==> src/rtl/seq_alert_pkg.sv <==
package seq_alert_pkg;
  typedef enum logic [2:0] {
    ST_IDLE  = 3'd0,
    ST_WAIT1 = 3'd1,
    ST_WAIT2 = 3'd2,
    ST_DONE  = 3'd3,
    ST_ALERT = 3'd4,
    ST_OFF   = 3'd5
  } mon_state_t;

  localparam int RAIL1_IDX = 0;
  localparam int RAIL2_IDX = 1;
endpackage

==> src/rtl/seq_tag_decode.sv <==
module seq_tag_decode #(
  parameter int NUM_CH = 3,
  parameter int CHAN_W = 2
) (
  input  logic              valid,
  input  logic [CHAN_W-1:0] chan,
  input  logic              is_bus,
  output logic [NUM_CH-1:0] bus_hit
);
  for (genvar i = 0; i < NUM_CH; i++) begin : g_hit
    assign bus_hit[i] = valid && is_bus && (chan == CHAN_W'(i));
  end
endmodule

==> src/rtl/seq_level_cmp.sv <==
module seq_level_cmp #(
  parameter int CODE_W  = 13,
  parameter int TH_CODE = 150
) (
  input  logic [CODE_W-1:0] code,
  output logic              at_level
);
  localparam logic [CODE_W-1:0] TH = CODE_W'(TH_CODE);
  assign at_level = (code >= TH);
endmodule

==> src/rtl/seq_round_cnt.sv <==
module seq_round_cnt #(
  parameter int LIMIT = 4
) (
  input  logic clk,
  input  logic rst,
  input  logic clr,
  input  logic inc,
  output logic expire
);
  localparam int CNT_W = $clog2(LIMIT + 1);
  localparam logic [CNT_W-1:0] LAST = CNT_W'(LIMIT - 1);

  logic [CNT_W-1:0] cnt_q;

  assign expire = inc && !clr && (cnt_q == LAST);

  always_ff @(posedge clk) begin
    if (rst || clr) begin
      cnt_q <= '0;
    end else if (inc && (cnt_q != LAST)) begin
      cnt_q <= cnt_q + 1'b1;
    end
  end

  a_r5_cnt_step: assert property (@(posedge clk) disable iff (rst)
    (!clr && inc && (cnt_q != LAST)) |=> (cnt_q == $past(cnt_q) + 1'b1));
  a_r2_cnt_clear: assert property (@(posedge clk) disable iff (rst)
    clr |=> (cnt_q == '0));
endmodule

==> src/rtl/seq_alert_mon.sv <==
module seq_alert_mon
  import seq_alert_pkg::*;
#(
  parameter int NUM_CH     = 3,
  parameter int CHAN_W     = 2,
  parameter int CODE_W     = 13,
  parameter int TH_CODE    = 150,
  parameter int NUM_ROUNDS = 4
) (
  input  logic              clk,
  input  logic              rst,
  input  logic              arm_pulse,
  input  logic              cfg_wr,
  input  logic              res_valid,
  input  logic [CHAN_W-1:0] res_chan,
  input  logic              res_is_bus,
  input  logic [CODE_W-1:0] res_code,
  output logic              alert_n,
  output logic              done,
  output logic              disabled
);
  localparam int CLOSE_IDX = NUM_CH - 1;

  mon_state_t       state_q, state_d;
  logic [NUM_CH-1:0] bus_hit;
  logic             at_level;
  logic             rail1_seen, rail2_seen, round_end, expire, cnt_clr;

  seq_tag_decode #(.NUM_CH(NUM_CH), .CHAN_W(CHAN_W)) u_dec (
    .valid(res_valid), .chan(res_chan), .is_bus(res_is_bus), .bus_hit(bus_hit)
  );

  seq_level_cmp #(.CODE_W(CODE_W), .TH_CODE(TH_CODE)) u_cmp (
    .code(res_code), .at_level(at_level)
  );

  assign rail1_seen = bus_hit[RAIL1_IDX] && at_level;
  assign rail2_seen = bus_hit[RAIL2_IDX] && at_level;
  assign round_end  = (state_q == ST_WAIT2) && bus_hit[CLOSE_IDX];
  assign cnt_clr    = arm_pulse || ((state_q == ST_WAIT1) && rail1_seen);

  seq_round_cnt #(.LIMIT(NUM_ROUNDS)) u_cnt (
    .clk(clk), .rst(rst), .clr(cnt_clr), .inc(round_end), .expire(expire)
  );

  always_comb begin
    state_d = state_q;
    if (arm_pulse) begin
      state_d = ST_WAIT1;
    end else begin
      unique case (state_q)
        ST_WAIT1: begin
          if (cfg_wr)          state_d = ST_OFF;
          else if (rail1_seen) state_d = ST_WAIT2;
        end
        ST_WAIT2: begin
          if (cfg_wr)          state_d = ST_OFF;
          else if (rail2_seen) state_d = ST_DONE;
          else if (expire)     state_d = ST_ALERT;
        end
        default: state_d = state_q;
      endcase
    end
  end

  always_ff @(posedge clk) begin
    if (rst) begin
      state_q  <= ST_IDLE;
      alert_n  <= 1'b1;
      done     <= 1'b0;
      disabled <= 1'b0;
    end else begin
      state_q  <= state_d;
      alert_n  <= (state_d != ST_ALERT);
      done     <= (state_d == ST_DONE);
      disabled <= (state_d == ST_OFF);
    end
  end

  a_r1_idle_quiet: assert property (@(posedge clk) disable iff (rst)
    ((state_q == ST_IDLE) && !arm_pulse) |=> (alert_n && !done && !disabled));
  a_r2_arm_clears: assert property (@(posedge clk) disable iff (rst)
    arm_pulse |=> (alert_n && !done && !disabled));
  a_r4_done_held: assert property (@(posedge clk) disable iff (rst)
    (done && !arm_pulse) |=> (done && alert_n));
  a_r5_alert_on_close: assert property (@(posedge clk) disable iff (rst)
    $fell(alert_n) |-> $past(bus_hit[CLOSE_IDX]));
  a_r6_alert_held: assert property (@(posedge clk) disable iff (rst)
    (!alert_n && !arm_pulse) |=> !alert_n);
  a_r7_cfg_disables: assert property (@(posedge clk) disable iff (rst)
    (cfg_wr && !arm_pulse && ((state_q == ST_WAIT1) || (state_q == ST_WAIT2)))
      |=> (disabled && alert_n));
endmodule

==> config.mk <==
export PLATFORM = sky130hd
export DESIGN_NAME = seq_alert_mon
export DESIGN_NICKNAME = d
export VERILOG_FILES = /design/src/rtl/seq_alert_pkg.sv /design/src/rtl/seq_tag_decode.sv /design/src/rtl/seq_level_cmp.sv /design/src/rtl/seq_round_cnt.sv /design/src/rtl/seq_alert_mon.sv
export SDC_FILE = /design/constraint.sdc
export NUM_CORES = 1
export LEC_CHECK = 0
export ABC_AREA = 1
export BUFFER_PORTS_ARGS = -buffer_cell sky130_fd_sc_hd__buf_2
export CELL_PAD_IN_SITES_DETAIL_PLACEMENT = 0
export CELL_PAD_IN_SITES_GLOBAL_PLACEMENT = 2
export CORE_UTILIZATION = 25
export CTS_BUF_LIST = sky130_fd_sc_hd__clkbuf_8
export DETAILED_ROUTE_END_ITERATION = 12
export PLACE_DENSITY_LB_ADDON = 0.08
export SYNTH_ARGS = -nofsm -noshare
export SYNTH_HDL_FRONTEND = slang
export SYNTH_SLANG_ARGS = --single-unit
==> constraint.sdc <==
create_clock -name clk -period 1.36 [get_ports clk]
set_input_delay 0.136 -clock clk [delete_from_list [all_inputs] [get_ports clk]]
set_output_delay 0.136 -clock clk [all_outputs]
set_load 0.02 [all_outputs]
# [Word level (Yosys, flattened, before mapping)]
# Index checks and enable logic that the tools add are counted.
[word_totals] ff_bits=9 latchBits=0 mem_bits_rw=0 romBits=0 input_bits=21 output_inout_bits=3 elab_cells=38 memories=0
[op_classes] add_sub_neg=1 n_mul=0 div=0 magnitude_cmp=1 n_eq_ne=9 n_shift=0 mux=7 n_bitwise=0 reduce_logical=15
[ops] op="two-way mux 3 bit" n=6
[ops] op=">= comparator 13 x 8 -> 1 bit (second input constant)" n=1
[ops] op="logical AND 1 bit" n=11
[ops] op="equality test 3 x 2 -> 1 bit (second input constant)" n=3
[ops] op="case mux 3 bit (2 select lines)" n=1
[ops] op="adder 3 x 1 -> 3 bit (second input constant)" n=1
[ops] op="equality test 3 x 1 -> 1 bit (second input constant)" n=1
[ops] op="equality test 3 bit (second input constant)" n=1
[ops] op="!= test 3 x 2 -> 1 bit (second input constant)" n=1
[ops] op="!= test 3 bit (second input constant)" n=1
[ops] op="equality test 2 x 1 -> 1 bit (second input constant)" n=1
[ops] op="equality test 2 bit (second input constant)" n=1
[ops] op="zero test 2 bit" n=1
[ops] op="logical OR 1 bit" n=2
[ops] op="zero test 1 bit" n=1

# [Depth between registers and ports, before layout]
[logic_depth] word_depth=14 mapped_depth=13 mapped_depth_nobuf=13

# [By module]
# A second synthesis with hierarchy kept.
[hier_totals] hier_cells=103 area_unflattened_um2=629.4
[by_module_without_submodules] module="seq_alert_mon" n_inst=1 cells_each=58 area_each_um2=381.6 seq_area_each_um2=120.1
[by_module_without_submodules] module="seq_round_cnt" n_inst=1 cells_each=24 area_each_um2=163.9 seq_area_each_um2=60.1
[by_module_without_submodules] module="seq_level_cmp" n_inst=1 cells_each=12 area_each_um2=45.0 seq_area_each_um2=0.0
[by_module_without_submodules] module="seq_tag_decode" n_inst=1 cells_each=9 area_each_um2=38.8 seq_area_each_um2=0.0

# [Worst setup path before layout]
# Ideal clock, no wire load.
[synth_timing] kind="reg2reg" start="register u_cnt.cnt_q[0]" end="register alert_n" setup_time_ns=0.127 t_arrival_ns=1.123 required_time_ns=1.233 setup_slack_ns=0.110 stages_incl_launch_ff=10 n_path_buf=0 synth_period_minus_slack_ns=1.250 cell_sequence="dfxtp_1 ha_1 ha_1 inv_1 nor2_2 nand3_2 nand2_1 nand2_2 nor2_4 nand3_1"
[synth_via] elab_chain_len=8
[synth_lines] element="from (decl)" line="seq_round_cnt.sv:13" text="logic [CNT_W-1:0] cnt_q;"
[synth_lines] element="from (signal assigned)" line="seq_round_cnt.sv:21" text="cnt_q <= cnt_q + 1'b1;"
[synth_lines] element="equality test 3 x 2 -> 1 bit" line="seq_round_cnt.sv:15" text="assign expire = inc && !clr && (cnt_q == LAST);"
[synth_lines] element="logical AND 1 bit" line="seq_round_cnt.sv:15"
[synth_lines] element="two-way mux 3 bit" line="seq_alert_mon.sv:59" text="else if (expire) state_d = ST_ALERT;"
[synth_lines] element="two-way mux 3 bit" line="seq_alert_mon.sv:58" text="else if (rail2_seen) state_d = ST_DONE;"
[synth_lines] element="two-way mux 3 bit" line="seq_alert_mon.sv:57" text="if (cfg_wr) state_d = ST_OFF;"
[synth_lines] element="case mux 3 bit (2 select lines)" line="seq_alert_mon.sv:51" text="unique case (state_q)"
[synth_lines] element="two-way mux 3 bit" line="seq_alert_mon.sv:48" text="if (arm_pulse) begin"
[synth_lines] element="!= test 3 bit" line="seq_alert_mon.sv:74" text="alert_n <= (state_d != ST_ALERT);"
[synth_lines] element="to (signal assigned)" line="seq_alert_mon.sv:74"
[synth_lines] element="to (decl)" line="seq_alert_mon.sv:18" text="output logic alert_n,"
# Every way passes these cells.
# A chain may end at the register's enable or synchronous reset.

# [Worst setup path after layout]
[layout_timing] start="register u_cnt.cnt_q[1]" end="register alert_n"
# Same word-level chain as after synthesis.

==> metrics.yaml <==
status: "finished clean"
dp.cells: 139
relSlewSlack_pct: 85.9
fmax_mhz: 749
syn_nets: 109
routabilityCongestion: 0.702
period_share_pct: 98.2
netlist_instances: 86
antenna_found_initial: 0
clk_pin_slew_ns: 0.05
drive_above_1_share_pct: 52.2
yosysUniqueCellTypes: 21
clkSinkCount: 9
finalHoldViolations: 0
p_int_uw: 537
grt_first_pass_wirelength_um: 2270
skew_ns: 0.00144
pwr-share-comb_pct: 20.0
clk_latency_ns: 0.23
fin_util_pct: 38.7
dr_wl_met3_um: 80
cts_tree: "yes"
port_buffers: 22
hold_buffers: 0
finalMaxSlewViolations: 0
die_area_mm2: 0.00254
via_per_inst: 4.12
die_y_um: 50.4
maxCapViolations: 0
final-seq-area_um2: 185
yosys_warnings: 0
clockBufferDepth: 2
fin_cells: 143
drt-pass1-iter-count: 2
yosysSeqAreaShare_pct: 30.8
worstPathRequired_ns: 1.48
synth_seq_cells: 9
detail_route.iter0.violations: 5
finalSetupViolCount: 0
min_period_ns: 1.34
ant_nets: 0
finalNetCount: 139
rsz0062_at_grt: "yes"
cts_root_buffer: "clkbuf_8"
drt_wl_total_um: 1270
swShare_pct: 27.2
end_kind: "register"
h-tree-depth: 1
power_uw: 737
antenna_cells: 0
wl_met1_um: 553
drc: 0
grt_pass1_vias: 588
tns_ns: 0
numCtsBuffers: 3
highest_layer: "met3"
fp.dieW_um: 50.4
grt_usage_pct: 11.9
p_seq_share_pct: 38.4
core_mm2: 0.00221
holdPathStages: 2
met2WireLength_um: 636
tightest_slew_ns: 0.209
critPathLaunchType: "register"
grt_overflow: 0
syn_avg_cell_area_um2: 6.81
critPathKind: "register to register"
wl_per_cell_um: 8.88
rows: 17
grt_start_max_net_pins: 7
place_hpwl_um: 994
initial_core_util_pct: 26.5
leakage_uw: 0.000385
multi_input_area_um2: 400
critPathMaxFanout: 4
peakVddDrop_mv: 0.615
p_clk_share_pct: 41.6
synth_area_um2: 586
via_count: 589
cp.arrival_ns: 1.45
area_delta_synth_final_pct: 46.2
fillerInstances: 249
hold_path.class: "input pin to register"
r2r_cells: 9
pin_count: 24
p_per_area_mw_per_mm2: 862
power_switching_uw: 200
## critical path, cell delays in order (launching register included)
cell and delay [ns]:
dfxtp_1 0.36, ha_4 0.16, ha_4 0.14, inv_1 0.04, nor2_2 0.11, nand3_2 0.09
nand2_1 0.07, nand2_1 0.06, nand2_2 0.11, nand3_2 0.08
## Yosys cell counts, drive strengths merged
master  instances  area, um2
dfxtp           9        180
a21oi           7       38.8
ha              2       25.0
nor2           14       77.6
nand2          27        116
nand3b          1       7.51
nand3           4       30.0
o21ai           1       5.00
clkinv          1       3.75
or2             2       12.5
inv            14       52.6
nor3            4       36.3
## cells by family after synthesis
group           count (synthesis)  synth area share (%)
buf+inv                        15                  9.61
flops                           9                  30.8
compound gates                  8                  7.48
simple gates                   52                  47.9
fa+ha+maj                       2                  4.27
## per-layer routing
metal / track usage (%) / vias up
met2: 19.8 / 18
met3: 5.45 / 0
met5: 0 / -
met4: 4.17 / 0
li1: - / 320
met1: 13.4 / 251
## power by group through the flow
| stage | Combinational (uW) | Clock, uW | Sequential (uW) |
|---|---|---|---|
| 5_1_grt | 167 | 337 | 284 |
| 3_3_place_gp | 141 | 0 | 285 |
| 6_report | 147 | 307 | 283 |
| 2_1_floorplan | 82.0 | 0 | 289 |
| 3_5_place_dp | 142 | 0 | 285 |
| 4_1_cts | 143 | 323 | 281 |
## timing repair
item,4_1_cts,5_1_grt
resized for setup,6,10
setup endpoints to repair,3,7
pin swaps,3,6
buffers inserted,1,0
## layout by cell type (no fill, tap or decap)
cell type and count:
nor3_4 2, inv_2 6, clkinv_1 1, buf_4 3, clkbuf_8 3, nor2_1 6, inv_1 8, nand3_4 1
ha_4 2, nand3_1 1, nand3b_1 1, nor2_2 6, a21oi_1 6, dfxtp_2 4, o21ai_1 1, nand2_1 22
dfxtp_1 5, or2_0 2, nand2_2 4, nor3_1 2, clkinv_2 1, nand3_2 2, nand2_4 1, a21oi_2 1
nor2_4 2, buf_2 22
## cell type report
type                    instances  share of cell area, %
multi-input cells              62                   46.8
clock buffers                   3                   4.82
inverters                      15                   6.58
clock inverters                 1                  0.585
flip-flops and latches          9                   21.6
well taps                      28                   4.09
repair buffers                 25                   15.5
## metrics by stage
step / area (um2) / setup WS, ns / hold slack (ns)
finish: 856 / 0.0242 / 0.154
CTS: 812 / 0.000857 / 0.154
detailed placement: 753 / -0.0336 / 0.406
global placement: 753 / -0.0347 / 0.401
floorplan: 586 / 0.110 / 0.205
global route: 856 / -0.0802 / 0.154
## path summary, 6_finish.rpt
path / end / from / slack, ns
hold reg to reg: u_cnt.cnt_q[2] / u_cnt.cnt_q[2] / 0.46
setup reg to reg: alert_n / u_cnt.cnt_q[1] / 0.02
setup / recovery: alert_n / u_cnt.cnt_q[1] / 0.02
hold / removal: state_q[0] / rst / 0.15
## flip-flops by register name, indices dropped and copies added, names as in the netlist
name / count
alert_n: 1
disabled: 1
done: 1
state_q: 3
u_cnt.cnt_q: 3
Power figures use the tool's default switching activity.
